<file path="src/rtl/uart_tx_pkg.sv">
package uart_tx_pkg;

  localparam logic [1:0] PAR_EVEN  = 2'd0;
  localparam logic [1:0] PAR_ODD   = 2'd1;
  localparam logic [1:0] PAR_SPACE = 2'd2;
  localparam logic [1:0] PAR_MARK  = 2'd3;

  // Strobes from control to datapath
  typedef struct packed {
    logic flush;     // drop everything, line back to idle
    logic acceptWr;  // capture wrData into the holding register
  } txStrobe_t;

  typedef enum logic [1:0] {
    ST_OFF   = 2'd0,
    ST_ON    = 2'd1,
    ST_DRAIN = 2'd2
  } txState_e;

endpackage

</file>
<file path="src/rtl/uart_tx_ctrl.sv">
module uart_tx_ctrl
  import uart_tx_pkg::*;
(
  input  logic      clk,
  input  logic      rstN,
  input  logic      enStb,
  input  logic      disStb,
  input  logic      rstStb,
  input  logic      wrStb,
  input  logic      holdValid,
  input  logic      busy,
  output txStrobe_t strb,
  output logic      holdReady
);

  txState_e state, stateNext;
  logic pathIdle;

  assign pathIdle  = !holdValid && !busy;
  assign holdReady = (state == ST_ON) && !holdValid;

  always_comb begin
    strb.flush    = rstStb;
    strb.acceptWr = wrStb && holdReady && !disStb && !rstStb;
  end

  always_comb begin
    stateNext = state;
    if (rstStb) begin
      stateNext = ST_OFF;
    end else if (disStb) begin
      if (state == ST_OFF || pathIdle) stateNext = ST_OFF;
      else                             stateNext = ST_DRAIN;
    end else if (enStb) begin
      stateNext = ST_ON;
    end else if (state == ST_DRAIN && pathIdle) begin
      stateNext = ST_OFF;
    end
  end

  always_ff @(posedge clk or negedge rstN) begin
    if (!rstN) state <= ST_OFF;
    else       state <= stateNext;
  end

endmodule

</file>
<file path="src/rtl/uart_tx_datapath.sv">
module uart_tx_datapath
  import uart_tx_pkg::*;
#(
  parameter int DATA_W = 8
) (
  input  logic              clk,
  input  logic              rstN,
  input  logic              baudTick,
  input  txStrobe_t         strb,
  input  logic [DATA_W-1:0] wrData,
  input  logic [2:0]        parMode,
  output logic              holdValid,
  output logic              busy,
  output logic              txLine
);

  localparam int FRAME_W = DATA_W + 3;
  localparam int CNT_W   = $clog2(FRAME_W);
  localparam logic [CNT_W-1:0] LAST_PAR  = CNT_W'(DATA_W + 2);
  localparam logic [CNT_W-1:0] LAST_NONE = CNT_W'(DATA_W + 1);

  logic [DATA_W-1:0]  holdReg;
  logic [FRAME_W-1:0] shiftReg;
  logic [CNT_W-1:0]   bitCnt;
  logic [CNT_W-1:0]   lastIdx;

  logic               atLast, loadNow, frameDone, parBit;
  logic [FRAME_W-1:0] frameNew;
  logic [CNT_W-1:0]   lastNew;

  assign atLast    = busy && (bitCnt == lastIdx);
  assign loadNow   = baudTick && holdValid && (!busy || atLast);
  assign frameDone = baudTick && atLast;

  always_comb begin
    case (parMode[1:0])
      PAR_EVEN:  parBit = ^holdReg;
      PAR_ODD:   parBit = ~^holdReg;
      PAR_SPACE: parBit = 1'b0;
      default:   parBit = 1'b1;
    endcase
    if (parMode[2]) begin
      frameNew = {2'b11, holdReg, 1'b0};
      lastNew  = LAST_NONE;
    end else begin
      frameNew = {1'b1, parBit, holdReg, 1'b0};
      lastNew  = LAST_PAR;
    end
  end

  always_ff @(posedge clk or negedge rstN) begin
    if (!rstN) begin
      holdReg   <= '0;
      holdValid <= 1'b0;
      shiftReg  <= '1;
      bitCnt    <= '0;
      lastIdx   <= LAST_NONE;
      busy      <= 1'b0;
    end else if (strb.flush) begin
      holdValid <= 1'b0;
      shiftReg  <= '1;
      bitCnt    <= '0;
      busy      <= 1'b0;
    end else begin
      if (loadNow) begin
        shiftReg  <= frameNew;
        lastIdx   <= lastNew;
        bitCnt    <= '0;
        busy      <= 1'b1;
        holdValid <= 1'b0;
      end else if (frameDone) begin
        busy <= 1'b0;
      end else if (busy && baudTick) begin
        shiftReg <= {1'b1, shiftReg[FRAME_W-1:1]};
        bitCnt   <= bitCnt + 1'b1;
      end
      if (strb.acceptWr) begin
        holdReg   <= wrData;
        holdValid <= 1'b1;
      end
    end
  end

  assign txLine = busy ? shiftReg[0] : 1'b1;

endmodule

</file>
<file path="src/rtl/uart_tx_core.sv">
module uart_tx_core
  import uart_tx_pkg::*;
#(
  parameter int DATA_W = 8
) (
  input  logic              clk,
  input  logic              rstN,
  input  logic              baudTick,
  input  logic              enStb,
  input  logic              disStb,
  input  logic              rstStb,
  input  logic [2:0]        parMode,
  input  logic              wrStb,
  input  logic [DATA_W-1:0] wrData,
  output logic              txLine,
  output logic              holdReady,
  output logic              txEmpty
);

  txStrobe_t strb;
  logic      holdValid, busy;

  uart_tx_ctrl ctrl_i (
    .clk       (clk),
    .rstN      (rstN),
    .enStb     (enStb),
    .disStb    (disStb),
    .rstStb    (rstStb),
    .wrStb     (wrStb),
    .holdValid (holdValid),
    .busy      (busy),
    .strb      (strb),
    .holdReady (holdReady)
  );

  uart_tx_datapath #(.DATA_W(DATA_W)) dp_i (
    .clk       (clk),
    .rstN      (rstN),
    .baudTick  (baudTick),
    .strb      (strb),
    .wrData    (wrData),
    .parMode   (parMode),
    .holdValid (holdValid),
    .busy      (busy),
    .txLine    (txLine)
  );

  assign txEmpty = !holdValid && !busy;

endmodule

</file>
<file path="config.mk">
export PLATFORM = sky130hd
export DESIGN_NAME = uart_tx_core
export DESIGN_NICKNAME = d
export VERILOG_FILES = /design/src/rtl/uart_tx_pkg.sv /design/src/rtl/uart_tx_ctrl.sv /design/src/rtl/uart_tx_datapath.sv /design/src/rtl/uart_tx_core.sv
export SDC_FILE = /design/constraint.sdc
export NUM_CORES = 1
export LEC_CHECK = 0
export BUFFER_PORTS_ARGS = -buffer_cell sky130_fd_sc_hd__buf_2
export CORE_ASPECT_RATIO = 1.5
export CORE_UTILIZATION = 55
export DETAILED_ROUTE_END_ITERATION = 10
export GPL_ROUTABILITY_DRIVEN = 0
export GPL_TIMING_DRIVEN = 0
export PLACE_DENSITY = 0.77
export SLEW_MARGIN = 20
export SYNTH_ARGS = -nofsm -noshare
export SYNTH_HDL_FRONTEND = slang
export SYNTH_HIERARCHICAL = 1
export SYNTH_SLANG_ARGS = --single-unit
</file>
<file path="constraint.sdc">
create_clock -name clk -period 2.1 [get_ports clk]
set_input_delay 0.21 -clock clk [delete_from_list [all_inputs] [get_ports clk]]
set_output_delay 0.21 -clock clk [all_outputs]
set_load 0.05 [all_outputs]
</file>
# Word-level counts from Yosys, hierarchy flattened
# Index checks and enable logic that the tools add are counted.
[op_classes]
mux = 23
n_addsub = 1
bitwise_logic = 1
n_eq_ne = 6
n_reduce_logical = 28
[ops]
columns = ["cell", "n"]
rows = [
  ["two-way mux 11 bit", 4],
  ["two-way mux 4 bit", 4],
  ["two-way mux 2 bit", 6],
  ["logical AND 1 bit", 11],
  ["two-way mux 10 bit", 1],
  ["nonzero test 3 bit", 3],
  ["XNOR reduction 8 bit", 1],
  ["XOR reduction 8 bit", 1],
  ["two-way mux 1 bit", 7],
  ["AND reduction 2 bit", 3],
  ["adder 4 x 1 -> 4 bit, second input constant", 1],
  ["equality test 2 x 1 -> 1 bit, second input constant", 2],
  ["equality test 2 bit, second input constant", 2],
  ["equality test 4 bit", 1],
  ["logical NOT 1 bit", 4],
  ["logical NOT 2 bit", 2],
  ["nonzero test 4 bit", 1],
  ["inequality test 3 x 2 -> 1 bit, second input constant", 1],
  ["case mux 1 bit (3 select lines)", 1],
  ["logical OR 1 bit", 2],
  ["inverter 1 bit", 1],
]
[totals]
in_bits = 18
register_bits = 31

# Longest topological paths before layout
# Gate-level depths: netlist of run 1.
[logic_depth]
ltp_word = 7
depth_mapped = 8
depth_no_buf = 6

# Modules after synthesis
# Netlist of run 1, hierarchy kept.
[by_module_without_submodules]
columns = ["mod", "cells_per_inst", "instances", "seq_area_each_um2", "area_each_um2"]
rows = [
  ["uart_tx_datapath", 108, 1, 664.4, 1257.5],
  ["uart_tx_ctrl", 13, 1, 50.0, 122.6],
  ["uart_tx_core", 1, 1, 0.0, 3.8],
]

# Worst setup path after synthesis of run 1
# No wires, ideal clock.
[synth_path]
path_kind = "register to register"
from = "register dp_i.holdValid"
to = "register dp_i.holdReg[0]"
path_stages_with_launch = 6
required_time_ns = 1.975
n_path_buf = 1
t_arrival_ns = 2.146
setup_slack_ns = -0.171
cell_sequence = "dfrtp_1 > nor3b_2 > and3_1 > nor2b_1 > clkbuf_1 > mux2_2"
[synth_lines]
columns = ["item", "line_no", "source"]
rows = [
  ["start: declaration", "uart_tx_datapath.sv:12", "output logic holdValid,"],
  ["start signal: assignment", "uart_tx_datapath.sv:54", "holdValid <= 1'b0;"],
  ["start signal: assignment", "uart_tx_datapath.sv:60", "holdValid <= 1'b0;"],
  ["start signal: assignment", "uart_tx_datapath.sv:70", "holdValid <= 1'b0;"],
  ["end signal: assignment", "uart_tx_datapath.sv:78", "holdReg <= wrData;"],
  ["end: declaration", "uart_tx_datapath.sv:22", "logic [DATA_W-1:0] holdReg;"],
]

==> results.cfg, run 1 <==
[min_path]
hold_class = input pin to register
hold_depth = 2

[clock_network]
insertion_delay_ps = 320
path_clk_slew_ps = 150
clkSinkCount = 28
htreeDepth = 1
cts_buffer_depth = 2
cts_made_buffers = 3
cts-root-buf = clkbuf_4
cts_setup_buffers = 0
cts_tree = built

[synthesis]
syn_area_um2 = 1384
ys_ff_latch = 28
synth-main-ff-cell = dfrtp_1
synth_most_common_cell = nor2_1
yosysTopAreaCellShare_pct = 30.74
synth.avg_cell_area_um2 = 11.34
synth_fp_nets = 141
postSynthCellCount = 122
seq_area_frac_synth_pct = 51.63
yosysWarnings = 6
synth_area_leader_cell = dfrtp_1
ys_types = 34
synthTopCellsByArea = dfrtp_1 31%, dfstp_2 21%, mux2_2 7.3%
ys_top_cells_by_count = 18 x nor2_1, 17 x dfrtp_1, 11 x a21oi_1, 11 x dfstp_2
synth-edff-count = 0
async_flop_share_pct = 100.0

[final_layout]
areaGrowthSynthToFinish_pct = 14.29
fin_util_pct = 68.40
fill_cells = 188
diodes = 0
drive_gt1_share_pct = 37.41
nets = 167

[power_and_ir_drop]
p_clk_share_pct = 29.6
leakage_nw = 0.7263
p_sw_mw = 0.2734
power.internal_mw = 0.8892
pwr-share-comb_pct = 16.7
p_seq_share_pct = 53.8
vdd_drop_max_mv = 0.4957
p_per_area_nw_per_um2 = 735.1
swShare_pct = 23.52

[global_route]
grt_max_degree = 29
grt_pass1_vias = 1045
antenna_found_initial = 0
grt_usage_pct = 20.88
grt_pass1_wl_um = 4402
grt_overflow = 0

[worst_setup_path]
cp-endpoint = dp_i/holdReg[7]
reg2reg_slack_ps = 200
crit_slowest_cell = dfrtp_1
r2r-end = dp_i/holdReg[7]
end_kind = register
crit_fanout = 9
cp-start-kind = register
reg2reg_depth = 5
cp.arrival_ps = 2120
crit_cells = 5
slowest_delay_ps = 500
critPathBufInv = 1
cp_data_required_time_ps = 2320
crit_start = dp_i/holdValid
path_class = register to register
crit_chain = nor3b_4 > and3_1 > nor2b_1 > clkbuf_1 > mux2_2
rr_startpoint = dp_i/holdValid
path_delay_family = flip-flops

[job]
max_cap_viol_count = 0

[placement]
port_buffers = 20
hpwl_um = 1763

[routing]
viasPerCell = 5.865
first_iter_violations = 36
wl_per_cell_um = 13.90
dr_total_vias = 997
drc_errors = 0
final_antenna_net_count = 0
dr.max_layer_used = met4
dr_wl_met2_um = 1232
first_pass_iters = 4
dr_wl_met3_um = 90
drt-total-wl_um = 2363
wl_met1_um = 1007

[floorplan]
initial_utilization_pct = 59.85
dieArea_um2 = 2725
core-area_um2 = 2312
die_x_um = 42.96
die_h_um = 63.44
ios = 21
rows = 21

[timing]
relSlewSlack_pct = 60.46
worst_slew_pin_slew_ps = 593.1
finalHoldViolations = 0
slew_viol_final = 0
setup_tns_ps = 0
max_freq_mhz = 526.1
fin_skew_ps = 8.979
grt_setup_unrepaired = no
fin_crit_sh_pct = 90.51
fin_crit_ps = 1901
setup_viol = 0

[outcome]
status = finished clean
==> cells in the final DEF, fill, tap and decap left out, types with 2 or more instances in the layout <==
master	netlist	layout
o2bb2ai_1	8	8
mux2_2	9	9
dfstp_2	11	11
buf_6	2	2
buf_4	3	3
inv_1	2	2
xor2_1	4	4
nand2b_1	2	2
nor2_1	18	18
a21oi_1	11	11
nand2_1	3	3
clkbuf_4	0	3
xnor2_1	9	9
o21ai_0	2	2
a21o_1	2	2
buf_2	1	21
dfrtp_1	17	17
==> registers in the layout (all words and copies together) (netlist names) <==
signal and count:
dp_i/holdValid 1, dp_i/busy 1, dp_i/lastIdx 2, dp_i/holdReg 8
ctrl_i/state 2, dp_i/shiftReg 10, dp_i/bitCnt 4
==> power groups by stage <==
stage	clock network [mW]	registers, mW	logic [mW]
after floorplan	0	0.626	0.145
after global placement	0	0.633	0.187
after detailed placement	0	0.635	0.193
after CTS	0.359	0.626	0.197
after global routing	0.376	0.632	0.216
final	0.344	0.625	0.194
==> stage by stage <==
stage                     setup WS, ps  hold WS, ps  instance area, um2  total power, mW  std cells
after floorplan                  16.80       -85.59                1390           0.7710        122
after global placement           244.4        241.0                1519           0.8203        165
after detailed placement         209.1        252.0                1519           0.8280        165
after CTS                        173.8        31.56                1582            1.181        170
after global routing             37.83        31.66                1582            1.224        170
final                            199.3        47.80                1582            1.163        170
==> worst reg2reg max path: cells and delay by family, from the launching register on <==
family / cells / cell delay, ps
flops: 1 / 500
simple gates: 3 / 500
buf+inv: 1 / 410
mux: 1 / 400
==> metal layers <==
layer  up-vias  track usage, %
met5         -               0
met4         0           7.576
met3         4           2.006
li1        475               -
met1       484           25.63
met2        34           37.12
==> worst min-delay path by stage <==
stage	startpoint	endpoint	slack, ps
6_report	rstStb	ctrl_i/state[1]	50
5_1_grt	rstStb	ctrl_i/state[1]	30
4_1_cts	rstStb	ctrl_i/state[1]	30
3_5_place_dp	rstN	dp_i/bitCnt[3]	250
3_3_place_gp	rstN	dp_i/bitCnt[3]	240
2_1_floorplan	rstN	ctrl_i/state[0]	-90
==> repair_timing <==
item                      4_1_cts  5_1_grt
gates resized for setup         0        0
hold endpoints to repair       17        0
hold buffers                    1        0
==> final cells by class <==
type	instances	area, um2	share of cell area, %
repair buffers	21	110.1	6.962
flip-flops and latches	28	714.4	45.17
inverters	2	7.507	0.4747
plain buffers	7	53.80	3.402
clock buffers	3	22.52	1.424
clock inverters	1	30.03	1.899
well taps	23	28.78	1.820
multi-input cells	85	614.3	38.84
==> cells by family after synthesis <==
logic type | synth area share, %
AO/OA/AOI/OAI | 14.38
AND/OR/NAND/NOR | 12.39
multiplexers | 8.047
buffers and inverters | 4.430
XOR/XNOR | 8.228
flip-flops | 51.63
adder cells (fa/ha/maj) | 0.9040
(Power assumes the default switching activity.)
==> run 2: changes to the inputs <==
- CORE_UTILIZATION: 55 -> 45
- PLACE_DENSITY: 0.77 -> 0.65
==> run 2 against run 1 <==
  * Maximum frequency is essentially flat
  * Via count shrank 4.4%
  * First-iteration DRC count shrank 42%
  * Critical endpoint is now dp_i/holdReg[2]
  * Largest power group unchanged
==> results.cfg, run 2 (synthesis results as in run 1) <==
[floorplan]
rows = 24
die_x_um = 47.28
ios = 21
initial_utilization_pct = 47.51
dieArea_um2 = 3306
core-area_um2 = 2913
die_h_um = 69.92

[placement]
placedInstanceArea_um2 = 1539
place_ws_ps = 194.2
hpwl_um = 1833
port_buffers = 20

[clock_network]
cts_setup_buffers = 0
insertion_delay_ps = 270
cts-root-buf = clkbuf_8
cts_tree = built
path_clk_slew_ps = 90
clkSinkCount = 28
htreeDepth = 1
cts.repair.resized = 0
cts_made_buffers = 3
cts_buffer_depth = 2

[routing]
wl_per_cell_um = 13.39
first_iter_violations = 21
final_antenna_net_count = 0
viasPerCell = 5.124
drc_errors = 0
first_pass_iters = 4
dr_total_vias = 953
drt-total-wl_um = 2490

[outcome]
status = finished clean

[worst_setup_path]
cp.arrival_ps = 2060
end_kind = register
crit_fanout = 9
cp_data_required_time_ps = 2260
cp-start-kind = register
path_class = register to register

[job]
max_cap_viol_count = 0

[timing]
fin_crit_sh_pct = 90.54
finalHoldViolations = 0
hold-worst-slack_ps = 122.0
fin_skew_ps = 4.196
fin_ws_ps = 198.7
relSlewSlack_pct = 56.79
slew_viol_final = 0
grt_setup_unrepaired = no
setup_tns_ps = 0
worst_slew_pin_slew_ps = 648.2
max_freq_mhz = 525.9
setup_viol = 0
fin_crit_ps = 1901

[global_route]
grt_max_degree = 29
grt_pass1_wl_um = 4278
grt_pass1_vias = 1025
antenna_found_initial = 0
grt_usage_pct = 17.36
grt_overflow = 0

[final_layout]
nets = 167
layout_commonest_cell = buf_2
final_cell_mix = 21 x buf_2, 18 x nor2_1, 17 x dfrtp_1
reg_top3 = dp_i/shiftReg x10, dp_i/holdReg x8, dp_i/bitCnt x4
drive_gt1_share_pct = 36.73
largest_reg_flops = 10
design_area_um2 = 1594
diodes = 0
top_register = dp_i/shiftReg
areaGrowthSynthToFinish_pct = 15.19
fin_util_pct = 54.73

[power_and_ir_drop]
leakage_nw = 0.7211
p_per_area_nw_per_um2 = 692.6
vdd_drop_max_mv = 0.5083

[min_path]
hold_class = input pin to register
[run 2: cell count changes in the layout (fill, tap and decap cells not counted)]
cell / previous run / this run
clkbuf_4: 3 / 0
clkbuf_8: 0 / 3
bufinv_16: 1 / 0
clkbuf_1: 1 / 2
[run 2: final cells by class]
type | instances | area, um2
Clock buffer | 4 | 45.04
Multi-Input combinational cell | 85 | 614.3
Inverter | 2 | 7.507
Sequential cell | 28 | 714.4
Timing Repair Buffer | 21 | 110.1
Tap cell | 39 | 48.80
Fill cell | 279 | 1319
Buffer | 7 | 53.80
[run 2: critical path: stages, from the launching register on]
cell and delay [ps]:
dfrtp_1 480, nor3b_4 210, and3_1 170, nor2b_1 130, clkbuf_1 410, mux2_2 390
[run 2: where the power goes]
group          total, mW  internal (mW)  leakage, nW  switching, mW
clock              0.289          0.136       0.0228          0.153
sequential         0.624          0.591        0.346         0.0324
combinational      0.191          0.104        0.352         0.0867
total               1.10          0.832        0.721          0.272
[run 2: final timing paths]
kind	start	endpoint	slack, ps	cells after the start
setup / recovery	dp_i/holdValid	dp_i/holdReg[2]	200	5
hold / removal	rstStb	ctrl_i/state[1]	120	2
max in group asynchronous	rstN	dp_i/holdValid	1190	2
hold reg to reg	dp_i/shiftReg[3]	dp_i/shiftReg[3]	480	1
setup reg to reg	dp_i/holdValid	dp_i/holdReg[2]	200	5
min in group asynchronous	rstN	dp_i/holdReg[1]	500	2
[run 2: metrics by stage]
step / power (mW) / std cells
4_1_cts: 1.129 / 186
2_1_floorplan: 0.7710 / 122
6_report: 1.104 / 186
5_1_grt: 1.168 / 186
3_5_place_dp: 0.8261 / 181
3_3_place_gp: 0.8226 / 181
[run 2: timing repair]
action	4_1_cts	5_1_grt
endpoints found under the setup margin	0	0
hold buffers	1	0
endpoints found under the hold margin	17	0
[run 2: per-layer routing]
layer	routed length [um]	track usage (%)	share of wire (%)	vias to the layer above
li1	-	-	-	471
met1	1041	20.21	42	461
met2	1355	30.59	54	19
met3	71	2.326	2.9	2
met4	21	5.714	0.84	0
met5	0	0	0	-
